## src/rtl/mw_pkg.sv

```systemverilog
// Shared types and command-decoding helpers for the Microwire EEPROM
// controller. Assumes the command codes listed in the block's brief.
package mw_pkg;

    // Command codes seen on cmd_op.
    typedef enum logic [2:0] {
        OP_READ  = 3'd0,
        OP_WRITE = 3'd1,
        OP_ERASE = 3'd2,
        OP_EWEN  = 3'd3,
        OP_EWDS  = 3'd4,
        OP_WRAL  = 3'd5,
        OP_ERAL  = 3'd6,
        OP_RSVD  = 3'd7
    } mw_op_e;

    // Sequencer states.
    typedef enum logic [1:0] {
        ST_IDLE,
        ST_SHIFT,
        ST_GAP,
        ST_POLL
    } mw_state_e;

    // Two-bit opcode placed after the start bit.
    function automatic logic [1:0] op_code(input mw_op_e op);
        case (op)
            OP_READ:  return 2'b10;
            OP_WRITE: return 2'b01;
            OP_ERASE: return 2'b11;
            default:  return 2'b00;
        endcase
    endfunction

    // Top two address bits that select among the opcode-00 commands.
    function automatic logic [1:0] op_subcode(input mw_op_e op);
        case (op)
            OP_EWEN: return 2'b11;
            OP_WRAL: return 2'b01;
            OP_ERAL: return 2'b10;
            default: return 2'b00;
        endcase
    endfunction

    // Frame carries an eight-bit data phase.
    function automatic logic op_long(input mw_op_e op);
        return (op == OP_READ) || (op == OP_WRITE) || (op == OP_WRAL);
    endfunction

    // Host drives the data phase.
    function automatic logic op_sends_data(input mw_op_e op);
        return (op == OP_WRITE) || (op == OP_WRAL);
    endfunction

    // Command starts an internal programming cycle.
    function automatic logic op_programs(input mw_op_e op);
        return (op == OP_WRITE) || (op == OP_ERASE) ||
               (op == OP_WRAL)  || (op == OP_ERAL);
    endfunction

endpackage

```

## src/rtl/mw_tick_gen.sv

```systemverilog
// Serial clock phase divider. While run is high it pulses tick once every
// DIV system clocks; each tick is one half period of the serial clock.
// Assumes DIV >= 1. The count restarts whenever run is low.
module mw_tick_gen #(
    parameter int DIV = 2
) (
    input  logic clk,
    input  logic rst_n,
    input  logic run,
    output logic tick
);
    localparam int W = (DIV > 1) ? $clog2(DIV) : 1;

    logic [W-1:0] cnt;

    // Count system clocks inside one half period.
    always_ff @(posedge clk) begin
        if (!rst_n || !run) begin
            cnt <= '0;
        end else if (cnt == W'(DIV - 1)) begin
            cnt <= '0;
        end else begin
            cnt <= cnt + 1'b1;
        end
    end

    assign tick = run && (cnt == W'(DIV - 1));
endmodule

```

## src/rtl/mw_shift.sv

```systemverilog
// Transmit and receive shift registers for one frame. The transmit side
// sends the MSB of a left-justified frame and shifts in zeros. The receive
// side keeps the last eight sampled bits. Assumes load, tx_shift and
// rx_sample come from the sequencer and never overlap with load.
module mw_shift #(
    parameter int W = 20
) (
    input  logic         clk,
    input  logic         rst_n,
    input  logic         load,
    input  logic [W-1:0] load_val,
    input  logic         tx_shift,
    input  logic         rx_sample,
    input  logic         rx_bit,
    output logic         tx_bit,
    output logic [7:0]   rx_byte
);
    logic [W-1:0] tx_sr;
    logic [7:0]   rx_sr;

    // Outgoing frame, MSB first.
    always_ff @(posedge clk) begin
        if (!rst_n) begin
            tx_sr <= '0;
        end else if (load) begin
            tx_sr <= load_val;
        end else if (tx_shift) begin
            tx_sr <= {tx_sr[W-2:0], 1'b0};
        end
    end

    // Incoming bits, newest in the LSB.
    always_ff @(posedge clk) begin
        if (!rst_n) begin
            rx_sr <= '0;
        end else if (load) begin
            rx_sr <= '0;
        end else if (rx_sample) begin
            rx_sr <= {rx_sr[6:0], rx_bit};
        end
    end

    assign tx_bit  = tx_sr[W-1];
    assign rx_byte = rx_sr;
endmodule

```

## src/rtl/mw_poll_timer.sv

```systemverilog
// Ready-poll budget. It counts system clocks while run is high and raises
// expired on the LIMIT-th cycle of a run. Assumes LIMIT >= 1. The count
// clears when run drops.
module mw_poll_timer #(
    parameter int LIMIT = 16
) (
    input  logic clk,
    input  logic rst_n,
    input  logic run,
    output logic expired
);
    localparam int W = $clog2(LIMIT + 1);

    logic [W-1:0] cnt;

    // Count polling cycles and saturate at the limit.
    always_ff @(posedge clk) begin
        if (!rst_n || !run) begin
            cnt <= '0;
        end else if (cnt != W'(LIMIT - 1)) begin
            cnt <= cnt + 1'b1;
        end
    end

    assign expired = run && (cnt == W'(LIMIT - 1));
endmodule

```

## src/rtl/mw_eeprom_ctrl.sv

```systemverilog
// Microwire EEPROM command controller (top).
// It accepts one command per cmd_go pulse while idle, shifts out the frame
// with ee_mosi changing on serial falling edges and ee_miso sampled on
// rising edges, and loads the READ byte into rdata. After a programming
// command it deselects the device for one serial period, reselects it and
// polls ee_miso for ready within a time budget.
// Assumptions: ADDR_W is 9 or 11; ee_miso is synchronous to clk;
// CLK_HZ is a multiple of 1000.
module mw_eeprom_ctrl #(
    parameter int ADDR_W     = 9,
    parameter int CLK_DIV    = 2,
    parameter int CLK_HZ     = 250_000_000,
    parameter int TIMEOUT_MS = 30
) (
    input  logic              clk,
    input  logic              rst_n,
    input  logic              cmd_go,
    input  logic [2:0]        cmd_op,
    input  logic [ADDR_W-1:0] cmd_addr,
    input  logic [7:0]        cmd_wdata,
    output logic              busy,
    output logic              timeout,
    output logic [7:0]        rdata,
    output logic              ee_cs,
    output logic              ee_sclk,
    output logic              ee_mosi,
    input  logic              ee_miso
);
    import mw_pkg::*;

    localparam int CMD_W       = 3 + ADDR_W;
    localparam int FRAME_W     = CMD_W + 8;
    localparam int CNT_W       = $clog2(FRAME_W);
    localparam int TIMEOUT_CYC = (CLK_HZ / 1000) * TIMEOUT_MS;

    mw_state_e          state;
    mw_op_e             op_q;
    mw_op_e             req_op;
    logic               long_q;
    logic [CNT_W-1:0]   bit_cnt;
    logic [CNT_W-1:0]   last_idx;
    logic               gap_half;
    logic               cs_q;
    logic               sclk_q;
    logic               busy_q;
    logic               to_q;
    logic [7:0]         rdata_q;
    logic               accept;
    logic               tick;
    logic               tick_run;
    logic               expired;
    logic               tx_bit;
    logic [7:0]         rx_byte;
    logic [ADDR_W-1:0]  addr_f;
    logic [7:0]         data_f;
    logic [FRAME_W-1:0] frame;

    // Decode the requested command and build its left-justified frame.
    always_comb begin
        req_op = mw_op_e'(cmd_op);
        addr_f = cmd_addr;
        if (op_code(req_op) == 2'b00) begin
            addr_f = {op_subcode(req_op), {(ADDR_W - 2){1'b0}}};
        end
        data_f = op_sends_data(req_op) ? cmd_wdata : 8'h00;
        frame  = {1'b1, op_code(req_op), addr_f, data_f};
    end

    assign accept   = (state == ST_IDLE) && cmd_go && (req_op != OP_RSVD);
    assign last_idx = long_q ? CNT_W'(FRAME_W - 1) : CNT_W'(CMD_W - 1);
    assign tick_run = (state == ST_SHIFT) || (state == ST_GAP);

    mw_tick_gen #(
        .DIV (CLK_DIV)
    ) u_tick (
        .clk   (clk),
        .rst_n (rst_n),
        .run   (tick_run),
        .tick  (tick)
    );

    mw_shift #(
        .W (FRAME_W)
    ) u_shift (
        .clk       (clk),
        .rst_n     (rst_n),
        .load      (accept),
        .load_val  (frame),
        .tx_shift  (tick && (state == ST_SHIFT) && sclk_q),
        .rx_sample (tick && (state == ST_SHIFT) && !sclk_q),
        .rx_bit    (ee_miso),
        .tx_bit    (tx_bit),
        .rx_byte   (rx_byte)
    );

    mw_poll_timer #(
        .LIMIT (TIMEOUT_CYC)
    ) u_timer (
        .clk     (clk),
        .rst_n   (rst_n),
        .run     (state == ST_POLL),
        .expired (expired)
    );

    // Command sequencer: frame shifting, deselect gap, ready polling.
    always_ff @(posedge clk) begin
        if (!rst_n) begin
            state    <= ST_IDLE;
            op_q     <= OP_READ;
            long_q   <= 1'b0;
            bit_cnt  <= '0;
            gap_half <= 1'b0;
            cs_q     <= 1'b0;
            sclk_q   <= 1'b0;
            busy_q   <= 1'b0;
            to_q     <= 1'b0;
            rdata_q  <= 8'h00;
        end else begin
            case (state)
                ST_IDLE: begin
                    if (accept) begin
                        op_q    <= req_op;
                        long_q  <= op_long(req_op);
                        bit_cnt <= '0;
                        cs_q    <= 1'b1;
                        sclk_q  <= 1'b0;
                        busy_q  <= 1'b1;
                        to_q    <= 1'b0;
                        state   <= ST_SHIFT;
                    end
                end
                ST_SHIFT: begin
                    if (tick) begin
                        if (!sclk_q) begin
                            sclk_q <= 1'b1;
                        end else begin
                            sclk_q <= 1'b0;
                            if (bit_cnt == last_idx) begin
                                cs_q <= 1'b0;
                                if (op_programs(op_q)) begin
                                    gap_half <= 1'b0;
                                    state    <= ST_GAP;
                                end else begin
                                    busy_q <= 1'b0;
                                    state  <= ST_IDLE;
                                    if (op_q == OP_READ) begin
                                        rdata_q <= rx_byte;
                                    end
                                end
                            end else begin
                                bit_cnt <= bit_cnt + 1'b1;
                            end
                        end
                    end
                end
                ST_GAP: begin
                    if (tick) begin
                        if (gap_half) begin
                            cs_q  <= 1'b1;
                            state <= ST_POLL;
                        end else begin
                            gap_half <= 1'b1;
                        end
                    end
                end
                default: begin
                    if (ee_miso) begin
                        cs_q   <= 1'b0;
                        busy_q <= 1'b0;
                        state  <= ST_IDLE;
                    end else if (expired) begin
                        to_q   <= 1'b1;
                        cs_q   <= 1'b0;
                        busy_q <= 1'b0;
                        state  <= ST_IDLE;
                    end
                end
            endcase
        end
    end

    assign busy    = busy_q;
    assign timeout = to_q;
    assign rdata   = rdata_q;
    assign ee_cs   = cs_q;
    assign ee_sclk = sclk_q;
    assign ee_mosi = tx_bit;
endmodule

```

## config.mk

```make
export PLATFORM = sky130hd
export DESIGN_NAME = mw_eeprom_ctrl
export DESIGN_NICKNAME = d
export VERILOG_FILES = /design/src/rtl/mw_pkg.sv /design/src/rtl/mw_tick_gen.sv /design/src/rtl/mw_shift.sv /design/src/rtl/mw_poll_timer.sv /design/src/rtl/mw_eeprom_ctrl.sv
export SDC_FILE = /design/constraint.sdc
export NUM_CORES = 1
export LEC_CHECK = 0
export ABC_AREA = 1
export BUFFER_PORTS_ARGS = -buffer_cell sky130_fd_sc_hd__buf_2
export CORE_MARGIN = 2
export CORE_UTILIZATION = 59
export DETAILED_ROUTE_END_ITERATION = 12
export PLACE_DENSITY_LB_ADDON = 0.12
export SKIP_CTS_REPAIR_TIMING = 1
export SLEW_MARGIN = 20
export SYNTH_ARGS = -nofsm -noshare
export SYNTH_HDL_FRONTEND = slang
export SYNTH_SLANG_ARGS = --single-unit
export TNS_END_PERCENT = 5
```

## constraint.sdc

```tcl
create_clock -name clk -period 2.48 [get_ports clk]
set_clock_uncertainty 0.15 [all_clocks]
set_input_delay 0.372 -clock clk [delete_from_list [all_inputs] [get_ports clk]]
set_output_delay 0.372 -clock clk [all_outputs]
set_load 0.005 [all_outputs]
```

# Word-level counts from Yosys, hierarchy flattened
# Index checks and enable logic that the tools add are counted.
[totals]
ff_bits = 76
[classes]
muxes = 49
bitwise_logic = 4
reduce_logical = 41
eq_ne = 26
n_addsub = 3
[op_table]
columns = ["op", "count"]
rows = [
  ["$mux W20", 2],
  ["$mux W5", 5],
  ["$add A23 B1 Y23 const B", 1],
  ["$eq A23 B23 Y1 const B", 1],
  ["$ne A23 B23 Y1 const B", 1],
  ["$mux W1", 22],
  ["$mux W2", 9],
  ["$pmux W2 S3", 3],
  ["$ne A2 B2 Y1 const B", 7],
  ["$reduce_and A7 Y1", 2],
  ["$eq A3 B3 Y1 const B", 4],
  ["$reduce_and A6 Y1", 2],
  ["$pmux W5 S2", 1],
  ["$eq A3 B2 Y1 const B", 3],
  ["$logic_or A1 B1 Y1", 9],
  ["$mux W9", 1],
  ["$mux W8", 1],
  ["$reduce_bool A2 Y1", 4],
  ["$logic_and A1 B1 Y1", 7],
  ["$eq A3 B1 Y1 const B", 2],
  ["$logic_not A3 Y1", 2],
  ["$ne A2 B1 Y1 const B", 3],
  ["$pmux W1 S2", 3],
  ["$pmux W1 S3", 2],
  ["other kinds (16)", 26],
]

# Longest topological paths before layout
# Gate-level depths: netlist of the first run.
[depth]
ltp_word = 9
depth_mapped = 13

# Cells and area by module
# From an unflattened synthesis of the first run, not the netlist that was laid out.
[unflattened]
hier_cells = 629
area_unflattened_um2 = 4056.4
[by_module_without_submodules]
columns = ["module", "cells_per_inst", "instances", "area_per_inst_um2"]
rows = [
  ["mw_eeprom_ctrl", 227, 1, 1443.9],
  ["mw_poll_timer", 212, 1, 1342.5],
  ["mw_shift", 185, 1, 1232.4],
  ["mw_tick_gen", 5, 1, 37.5],
]

# Worst setup path after synthesis of the first run
# No wires, ideal clock.
[synth_timing]
path_kind = "reg2reg"
from = "register state[0]"
to = "register u_shift.tx_sr[17]"
t_required_ps = 2204
path_stages_with_launch = 11
slack_ps = 763
t_arrival_ps = 1441
period_less_slack_ps = 1717
setup_ps = 126
n_path_buf = 0
path_cell_list = "dfxtp_1 > inv_1 > ha_1 > nand2_1 > clkinv_1 > nand2_4 > inv_1 > nor2_2 > inv_1 > o21ai_0 > a31oi_1"
[synth_between]
elab_chain_len = 6
elab_cells_between_ends = 11
classes_between = "eq/ne (2); mux (1); reduce/logical (8)"
[synth_rtl]
columns = ["item", "line", "rtl"]
rows = [
  ["start, declared", "mw_eeprom_ctrl.sv:36", "mw_state_e state;"],
  ["start signal, assigned", "mw_eeprom_ctrl.sv:108", "state <= ST_IDLE;"],
  ["start signal, assigned", "mw_eeprom_ctrl.sv:129", "state <= ST_SHIFT;"],
  ["start signal, assigned", "mw_eeprom_ctrl.sv:142", "state <= ST_GAP;"],
  ["$eq A2 B1 Y1 or $eq A2 B2 Y1 (tied branches)", "mw_eeprom_ctrl.sv:71, mw_eeprom_ctrl.sv:89", ""],
  ["$logic_or A1 B1 Y1", "mw_eeprom_ctrl.sv:71", "assign tick_run = (state == ST_SHIFT) || (state == ST_GAP);"],
  ["$logic_and A1 B1 Y1", "mw_tick_gen.sv:27", "assign tick = run && (cnt == W'(DIV - 1));"],
  ["$logic_and A1 B1 Y1 (2 in series)", "mw_eeprom_ctrl.sv:89", ".tx_shift (tick && (state == ST_SHIFT) && sclk_q),"],
  ["$reduce_bool A2 Y1 (no line)", "-", ""],
  ["end signal, assigned", "mw_shift.sv:26", "tx_sr <= load_val;"],
  ["end signal, assigned", "mw_shift.sv:28", "tx_sr <= {tx_sr[W-2:0], 1'b0};"],
  ["end, declared", "mw_shift.sv:18", "logic [W-1:0] tx_sr;"],
]
# Parallel ways exist; a longest one is shown, timed or not.
# A chain may end at the register's enable or synchronous reset.

# Final worst setup path of the first run
[layout_timing]
from = "register state[0]"
to = "register u_shift.tx_sr[5]"
# Same word-level chain as after synthesis.

==> flow_metrics.py, run 1 <==
metrics = {
    "logic_synthesis": {
        "synth_area_um2": 3680,
        "yosys-top-cells-area": "dfxtp_1, nand2_1, o21ai_0",
        "yosysWarnings": 0,
        "synth_xor_area_share_pct": 0.953,
        "synth_top_family_by_area": "simple AND/OR/NAND/NOR gates",
        "synth-compound-area-share_pct": 15.8,
        "syn_nets": 515,
        "async_flop_share_pct": 0,
        "synth_mux_area_share_pct": 2.99,
        "synthAdderAreaFrac_pct": 2.04,
        "synth_cell_types": 46,
        "synth.avg_cell_area_um2": 7.58,
        "synth_top_cell_by_area": "dfxtp_1",
        "syn_inst": 485,
        "ys_seq_area_share_pct": 41.4,
        "yosysMostFrequentCell": "dfxtp_1",
        "yosys.area_share.simple_pct": 29.4,
        "synth_edf_count": 0,
        "yosys.area.top_type_share_pct": 41.4,
        "synth-main-ff-cell": "dfxtp_1",
        "synthTopCellsByCount": "dfxtp_1, nand2_1, o21ai_0, inv_1, nor2_1",
        "yosys_register_bits": 76,
    },
    "global_route": {
        "grt_usage_pct": 23.4,
        "grt_max_degree": 31,
        "grt-ovfl-total": 0,
        "grt_first_pass_wirelength_mm": 13.3,
        "antenna_found_initial": 0,
        "grt_pass1_vias": 3069,
    },
    "cts": {
        "clockRootBuffer": "clkbuf_8",
        "numCtsBuffers": 9,
        "clk_pin_slew_worst_paths_ns": 0.08,
        "cts.sinks": 76,
        "clk_latency_ns": 0.35,
        "clockBufferDepth": 2,
        "h-tree-depth": 3,
        "cts_tree": "done",
    },
    "drt": {
        "routed-via-count": 3261,
        "wl_met3_um": 260,
        "ant_nets": 0,
        "viasPerCell": 5.41,
        "drt-total-wl_mm": 7.81,
        "drt_iter0_markers": 185,
        "wl_per_cell_um": 12.9,
        "drt_first_pass_iters": 4,
        "drc": 0,
        "met1_length_mm": 3.51,
        "met2_length_mm": 3.82,
        "route.top_layer_used": "met4",
    },
    "setup_path": {
        "crit_top_cell": "nand2_1",
        "critPathRequiredTime_ns": 2.60,
        "rrSetupSlack_ns": 0.31,
        "max_stage_delay_ns": 0.41,
        "crit_buf_inv": 2,
        "cpLargestDelayFamily": "simple AND/OR/NAND/NOR gates",
        "setup.worst_path.end": "u_shift.tx_sr[5]$_SDFFE_PN0P_",
        "startpoint": "state[0]$_SDFFE_PN0P_",
        "arrival_ns": 2.28,
        "worstReg2RegEnd": "u_shift.tx_sr[5]$_SDFFE_PN0P_",
        "crit_slowest_cell": "nand2_1",
        "worstReg2RegStart": "state[0]$_SDFFE_PN0P_",
        "cp_cell_sequence": "inv_1 > ha_1 > nand2_1 > clkinv_1 > nand2_4 > nand2_1 > o21ai_0",
        "cp-start-kind": "flop",
        "reg2reg_depth": 7,
        "critPathCaptureType": "flop",
        "worstPathMaxFanout": 22,
        "crit_type": "reg -> reg",
        "path_depth": 7,
    },
    "floorplan": {
        "num_rows": 28,
        "ioPinCount": 37,
        "design.die.area_um2": 6880,
        "die_w_um": 82.9,
        "core_area_um2": 5960,
        "die_h_um": 82.9,
        "start_util_pct": 61.7,
    },
    "layout": {
        "regArea_um2": 1520,
        "areaGrowthSynthToFinish_pct": 11.1,
        "drive_above_1_share_pct": 18.2,
        "utilization_pct": 68.6,
        "n_fill_cell": 523,
        "num_antenna_cells": 0,
        "multi_input_area_um2": 1880,
        "fin_nets": 553,
    },
    "timing": {
        "period_share_pct": 87.4,
        "setup_ws_ns": 0.313,
        "fin_tns_setup_ns": 0,
        "final-hold-violation-count": 0,
        "rsz0062_at_grt": "false",
        "worst_pin_slew_ns": 0.628,
        "period_needed_ns": 2.17,
        "slew_headroom_pct": 58.0,
        "setup_violations": 0,
        "drv_slew": 0,
        "max_freq_mhz": 461,
    },
    "placed_design": {
        "dp_slack_ns": 0.345,
        "io_buffers": 36,
        "dp.final_hpwl_mm": 5.69,
        "gp_congestion": 0.836,
    },
    "hold_path": {
        "hp-class": "in -> reg",
    },
    "pwr": {
        "ir_worst_vdd_mv": 0.413,
        "leakagePower_nw": 1.57,
        "p_total_mw": 3.19,
        "power.density_nw_per_um2": 782,
    },
    "flow_run": {
        "drv_cap": 0,
    },
    "outcome": {
        "status": "finished clean",
    },
}
flip-flops by register name, indices dropped and copies added, names as in the netlist:
register	flops
u_timer.cnt	23
busy	1
long_q	1
op_q	3
state	2
ee_cs	1
u_shift.tx_sr	20
rdata	8
gap_half	1
u_tick.cnt	1
timeout	1
bit_cnt	5
ee_sclk	1
u_shift.rx_byte	8
power breakdown:
part,total [mW],switching (mW),internal (mW)
clock network,0.856,0.488,0.368
logic,0.947,0.629,0.318
registers,1.39,0.0664,1.32
total,3.19,1.18,2.01
cell usage in the layout, fill, tap and decap left out, types with 3 or more instances in the layout:
cell type	count
a211oi_1	4
a21oi_1	39
inv_2	4
mux2i_1	11
nor3_1	9
nand3_1	35
nor2_4	5
nor2_2	7
inv_1	49
nand2_2	8
clkbuf_8	9
clkinv_2	3
nand2_4	3
buf_2	36
nand4_1	7
o21ai_0	51
nand3_2	3
nand2_1	75
a31oi_1	3
nor4_1	4
nor2_1	47
dfxtp_1	76
ha_1	6
through the flow:
step / instance area [um^2] / cells / hold slack, ns
global route: 4080 / 603 / 0.0970
CTS: 4080 / 603 / 0.0889
finish: 4080 / 603 / 0.0927
global placement: 3910 / 587 / 0.298
detailed placement: 3910 / 587 / 0.301
floorplan: 3680 / 485 / 0.288
layout make-up:
type	count	area share [%]
clock buffer	9	3.03
clock inverter	7	1.26
inverter	56	5.24
multi-input combinational	342	46.1
sequential	76	37.3
tap	75	2.30
timing repair buffer	38	4.78
metal layers:
metal  vias to the layer above  global-route usage (%)
met1                      1478                    28.0
met5                         -                       0
li1                       1703                       -
met2                        63                    40.0
met3                        17                    4.67
met4                         0                    11.6
cell families (layout without fill, tap and decap cells):
kind of cell               count (synthesis)  in the layout
DFF                                       76             76
AOI/OAI and AO/OA                        108            108
muxes                                     11             11
buffers and inverters                     67            110
and+or+nand+nor                          213            213
adders and majority gates                  6              6
xor gates and xnor gates                   4              4
how the worst min path moves through the flow:
stage / start / endpoint / cells past startpoint
finish: cmd_wdata[6] / u_shift.tx_sr[6]$_SDFFE_PN0P_ / 3
global route: cmd_addr[0] / u_shift.tx_sr[8]$_SDFFE_PN0P_ / 3
CTS: cmd_wdata[6] / u_shift.tx_sr[6]$_SDFFE_PN0P_ / 3
detailed placement: u_shift.rx_byte[7]$_SDFFE_PP0P_ / u_shift.rx_byte[7]$_SDFFE_PP0P_ / 2
global placement: u_shift.rx_byte[7]$_SDFFE_PP0P_ / u_shift.rx_byte[7]$_SDFFE_PP0P_ / 2
floorplan: u_shift.rx_byte[7]$_SDFFE_PP0P_ / u_shift.rx_byte[7]$_SDFFE_PP0P_ / 2
tightest hold or removal path, stage by stage:
cell	delay [ns]
buf_2	0.07
nand3_1	0.06
o21ai_0	0.06
No activity file was read; power rests on OpenSTA's default activity.
==> inputs of run 2 (changes only) <==
Settings changed: CORE_ASPECT_RATIO set to 1.5.
==> flow_metrics.py, run 2 (same netlist as run 1, synthesis figures left out) <==
metrics = {
    "outcome": {
        "status": "finished clean",
    },
    "cts": {
        "clockBufferDepth": 2,
        "cts_tree": "done",
        "h-tree-depth": 3,
        "cts.sinks": 76,
        "clk_pin_slew_worst_paths_ns": 0.08,
        "clk_latency_ns": 0.35,
        "numCtsBuffers": 9,
        "clockRootBuffer": "clkbuf_8",
    },
    "floorplan": {
        "start_util_pct": 60.4,
        "die_w_um": 68.5,
        "ioPinCount": 37,
        "num_rows": 35,
        "core_area_um2": 6090,
        "die_h_um": 101,
        "design.die.area_um2": 6890,
    },
    "hold_path": {
        "hold-path-cell-count": 3,
        "whs_endpoint": "u_shift.tx_sr[2]$_SDFFE_PN0P_",
        "hold_start": "cmd_wdata[2]",
        "hp-class": "in -> reg",
    },
    "layout": {
        "utilization_pct": 68.2,
        "n_fill_cell": 536,
        "layout_common_cells": "dfxtp_1, nand2_1, o21ai_0, inv_1, nor2_1",
        "top_register": "u_timer.cnt",
        "largest_reg_flops": 23,
        "regArea_um2": 1520,
        "drive_above_1_share_pct": 18.6,
        "num_antenna_cells": 0,
        "top_regs": "u_timer.cnt (23), u_shift.tx_sr (20)",
        "final_common_cell": "dfxtp_1",
        "areaGrowthSynthToFinish_pct": 12.9,
        "multi_input_area_um2": 1880,
        "fin_nets": 556,
    },
    "global_route": {
        "grt_max_degree": 23,
        "grt_first_pass_wirelength_mm": 13.3,
        "grt-ovfl-total": 0,
        "antenna_found_initial": 0,
        "grt_pass1_vias": 3188,
        "grt_usage_pct": 25.2,
    },
    "setup_path": {
        "rrSetupSlack_ns": 0.40,
        "crit_type": "reg -> reg",
        "reg2reg_depth": 10,
        "worstReg2RegEnd": "u_shift.tx_sr[12]$_SDFFE_PN0P_",
        "worstReg2RegStart": "state[0]$_SDFFE_PN0P_",
        "cp-start-kind": "flop",
        "worstPathMaxFanout": 17,
        "critPathCaptureType": "flop",
        "critPathRequiredTime_ns": 2.56,
        "arrival_ns": 2.17,
    },
    "pwr": {
        "leakagePower_nw": 1.61,
        "power.density_nw_per_um2": 825,
        "ir_worst_vdd_mv": 0.499,
    },
    "drt": {
        "ant_nets": 0,
        "viasPerCell": 5.54,
        "routed-via-count": 3350,
        "wl_per_cell_um": 13.2,
        "drt_iter0_markers": 192,
        "drt-total-wl_mm": 7.96,
        "drc": 0,
        "drt_first_pass_iters": 4,
    },
    "placed_design": {
        "dp.final_hpwl_mm": 6.06,
        "gp_congestion": 0.896,
        "dp_slack_ns": 0.418,
        "io_buffers": 36,
    },
    "flow_run": {
        "drv_cap": 0,
    },
    "timing": {
        "fin_tns_setup_ns": 0,
        "setup_violations": 0,
        "period_share_pct": 84.0,
        "final-hold-violation-count": 0,
        "worst_pin_slew_ns": 0.489,
        "max_freq_mhz": 480,
        "period_needed_ns": 2.08,
        "setup_ws_ns": 0.397,
        "drv_slew": 0,
        "slew_headroom_pct": 67.3,
        "rsz0062_at_grt": "false",
    },
}
-- run 2: stage by stage --
stage / hold slack (ns) / power [mW] / area [um^2] / cells
global placement: 0.295 / 2.36 / 3930 / 589
floorplan: 0.288 / 2.17 / 3680 / 485
CTS: 0.0887 / 3.44 / 4150 / 605
detailed placement: 0.308 / 2.39 / 3930 / 589
finish: 0.0909 / 3.42 / 4150 / 605
global route: 0.102 / 3.63 / 4150 / 605
-- run 2: worst max path at each step --
stage	from	endpoint	slack, ns
2_1_floorplan	state[0]$_SDFFE_PN0P_	u_shift.tx_sr[17]$_SDFFE_PN0P_	0.76
3_3_place_gp	state[1]$_SDFFE_PN0P_	u_shift.tx_sr[7]$_SDFFE_PN0P_	0.53
3_5_place_dp	state[1]$_SDFFE_PN0P_	u_shift.tx_sr[7]$_SDFFE_PN0P_	0.42
4_1_cts	state[1]$_SDFFE_PN0P_	u_shift.tx_sr[7]$_SDFFE_PN0P_	0.42
5_1_grt	state[0]$_SDFFE_PN0P_	u_shift.tx_sr[12]$_SDFFE_PN0P_	0.19
6_report	state[0]$_SDFFE_PN0P_	u_shift.tx_sr[12]$_SDFFE_PN0P_	0.40
-- run 2: worst max-delay path, cell delays in order (launching register included) --
cell and delay, ns:
dfxtp_1 0.39, inv_1 0.09, ha_1 0.25, nand2_1 0.15, clkinv_1 0.12, nand2_4 0.19
inv_1 0.10, nor2_2 0.15, inv_1 0.13, o21ai_0 0.19, a21oi_1 0.06
-- run 2: layer usage --
metal,part of all wire (%),global-route usage [%],wire length (um),vias to the layer above
met2,55,47.7,4360,60
li1,-,-,-,1703
met3,3.4,4.47,269,20
met4,2.8,12.3,223,0
met1,39,25.0,3100,1567
met5,0,0,0,-
-- run 2: layout make-up --
cell class / instances / share of cell area (%)
clock buffer: 9 / 2.98
inverter: 56 / 5.15
clock inverter: 7 / 2.38
tap: 74 / 2.23
multi-input combinational: 342 / 45.4
sequential: 76 / 36.6
timing repair buffer: 41 / 5.24
-- run 2: report_power, final --
group          leakage, nW  internal [mW]  total, mW  switching, mW
registers            0.616           1.32       1.40         0.0717
clock network        0.110          0.573       1.05          0.482
logic                0.879          0.325      0.974          0.649
total                 1.61           2.22       3.42           1.20
==> inputs of run 3 (changes only) <==
Settings changed: CORE_UTILIZATION 59 to 53.
Clock period 2.48 ns to 1.8 ns, I/O delays scaled along.
==> flow_metrics.py, run 3 (same netlist as run 1, synthesis figures left out) <==
metrics = {
    "setup_path": {
        "crit_type": "reg -> reg",
        "worstReg2RegStart": "state[0]$_SDFFE_PN0P_",
        "arrival_ns": 1.79,
        "critPathCaptureType": "flop",
        "reg2reg_depth": 10,
        "cp-start-kind": "flop",
        "critPathRequiredTime_ns": 1.90,
        "setup.worst_path.end": "busy$_SDFFE_PN0P_",
        "rrSetupSlack_ns": 0.11,
        "worstPathMaxFanout": 6,
        "worstReg2RegEnd": "busy$_SDFFE_PN0P_",
        "startpoint": "state[0]$_SDFFE_PN0P_",
    },
    "timing": {
        "fin_tns_setup_ns": 0,
        "rsz0062_at_grt": "true",
        "drv_slew": 0,
        "max_freq_mhz": 592,
        "slew_headroom_pct": 70.1,
        "setup_violations": 0,
        "hold_ws_ns": -0.0122,
        "period_share_pct": 93.9,
        "worst_pin_slew_ns": 0.448,
        "final-hold-violation-count": 9,
        "period_needed_ns": 1.69,
    },
    "cts": {
        "clk_pin_slew_worst_paths_ns": 0.07,
        "h-tree-depth": 3,
        "numCtsBuffers": 9,
        "clockBufferDepth": 2,
        "cts_tree": "done",
        "cts.sinks": 76,
        "clk_latency_ns": 0.36,
        "clockRootBuffer": "clkbuf_8",
    },
    "floorplan": {
        "die_w_um": 72.0,
        "die_h_um": 106,
        "start_util_pct": 54.0,
        "ioPinCount": 37,
        "core_area_um2": 6810,
        "design.die.area_um2": 7630,
        "num_rows": 37,
    },
    "layout": {
        "top_regs": "u_timer.cnt (23), u_shift.tx_sr (20)",
        "multi_input_area_um2": 1950,
        "fin_cells": 633,
        "drive_above_1_share_pct": 24.0,
        "areaGrowthSynthToFinish_pct": 19.0,
        "num_antenna_cells": 0,
        "fin_nets": 580,
        "top_register": "u_timer.cnt",
        "largest_reg_flops": 23,
        "n_fill_cell": 638,
        "layout_common_cells": "nand2_1, dfxtp_1, o21ai_0, inv_1, nor2_1",
        "final_common_cell": "nand2_1",
        "regArea_um2": 1530,
    },
    "global_route": {
        "grt_first_pass_wirelength_mm": 14.3,
        "grt_pass1_vias": 3328,
        "grt-ovfl-total": 0,
        "grt_usage_pct": 23.8,
        "antenna_found_initial": 0,
        "grt_max_degree": 20,
    },
    "drt": {
        "drt_iter0_markers": 136,
        "drt-total-wl_mm": 8.34,
        "ant_nets": 0,
        "routed-via-count": 3360,
        "viasPerCell": 5.31,
        "wl_per_cell_um": 13.2,
        "drt_first_pass_iters": 4,
        "drc": 0,
    },
    "pwr": {
        "ir_worst_vdd_mv": 0.551,
        "power.density_nw_per_um2": 1070,
        "leakagePower_nw": 1.69,
    },
    "outcome": {
        "status": "complete, but fails checks",
        "violations": "negative hold slack",
    },
    "placed_design": {
        "dp.final_hpwl_mm": 6.32,
        "io_buffers": 36,
        "gp_congestion": 0.840,
        "dp_cells": 611,
    },
    "hold_path": {
        "hp-class": "in -> reg",
    },
    "flow_run": {
        "drv_cap": 0,
    },
}
==> run 3: layout make-up <==
cell class | count | share of cell area, %
Tap cell | 78 | 2.23
Sequential cell | 76 | 34.9
Clock buffer | 11 | 3.23
Clock inverter | 5 | 0.629
Multi-Input combinational cell | 342 | 44.6
Timing Repair Buffer | 65 | 9.35
Inverter | 56 | 4.98
==> run 3: how the worst min path moves through the flow <==
stage                                   from                              to  slack [ns]  cells after the start
after global placement    ee_cs$_SDFFE_PN0P_              ee_cs$_SDFFE_PN0P_        0.30                      2
after global routing             cmd_addr[5]  u_shift.tx_sr[13]$_SDFFE_PN0P_        0.01                      3
after detailed placement  ee_cs$_SDFFE_PN0P_              ee_cs$_SDFFE_PN0P_        0.31                      2
after floorplan                  cmd_addr[2]  u_shift.tx_sr[10]$_SDFFE_PN0P_        0.26                      2
after CTS                       cmd_wdata[4]   u_shift.tx_sr[4]$_SDFFE_PN0P_       -0.02                      3
final                           cmd_wdata[4]   u_shift.tx_sr[4]$_SDFFE_PN0P_       -0.01                      3
==> run 3: report_power, final <==
group / total [mW] / switching [mW] / internal (mW)
Clock: 1.14 / 0.610 / 0.528
Sequential: 1.93 / 0.0903 / 1.84
Combinational: 1.62 / 0.978 / 0.638
Total: 4.68 / 1.68 / 3.00
==> run 3: per-stage QoR <==
step	hold slack [ns]	power, mW	area (um^2)	utilization (%)	setup WS, ns
final	-0.0122	4.68	4380	64.3	0.110
after CTS	-0.0200	4.59	4240	62.3	-0.0927
after floorplan	0.259	2.99	3680	-	0.0830
after detailed placement	0.310	3.46	4070	59.8	-0.0300
after global placement	0.299	3.42	4070	59.8	0.0196
after global routing	0.00981	4.98	4380	64.3	-0.0125
==> run 3: critical path: stages (launching register included) <==
cell     delay (ns)
dfxtp_4        0.35
inv_1          0.05
ha_1           0.21
inv_1          0.22
nand2_1        0.12
inv_1          0.09
nand2_1        0.06
nor2_1         0.16
nand3_1        0.09
nand2_1        0.06
nor2_1         0.04
==> run 3: layer usage <==
metal / global-route usage (%) / wire length [um] / vias up
met5: 0 / 0 / -
met4: 12.8 / 167 / 0
met3: 3.41 / 186 / 11
met2: 45.4 / 4730 / 39
met1: 23.9 / 3250 / 1561
li1: - / - / 1749
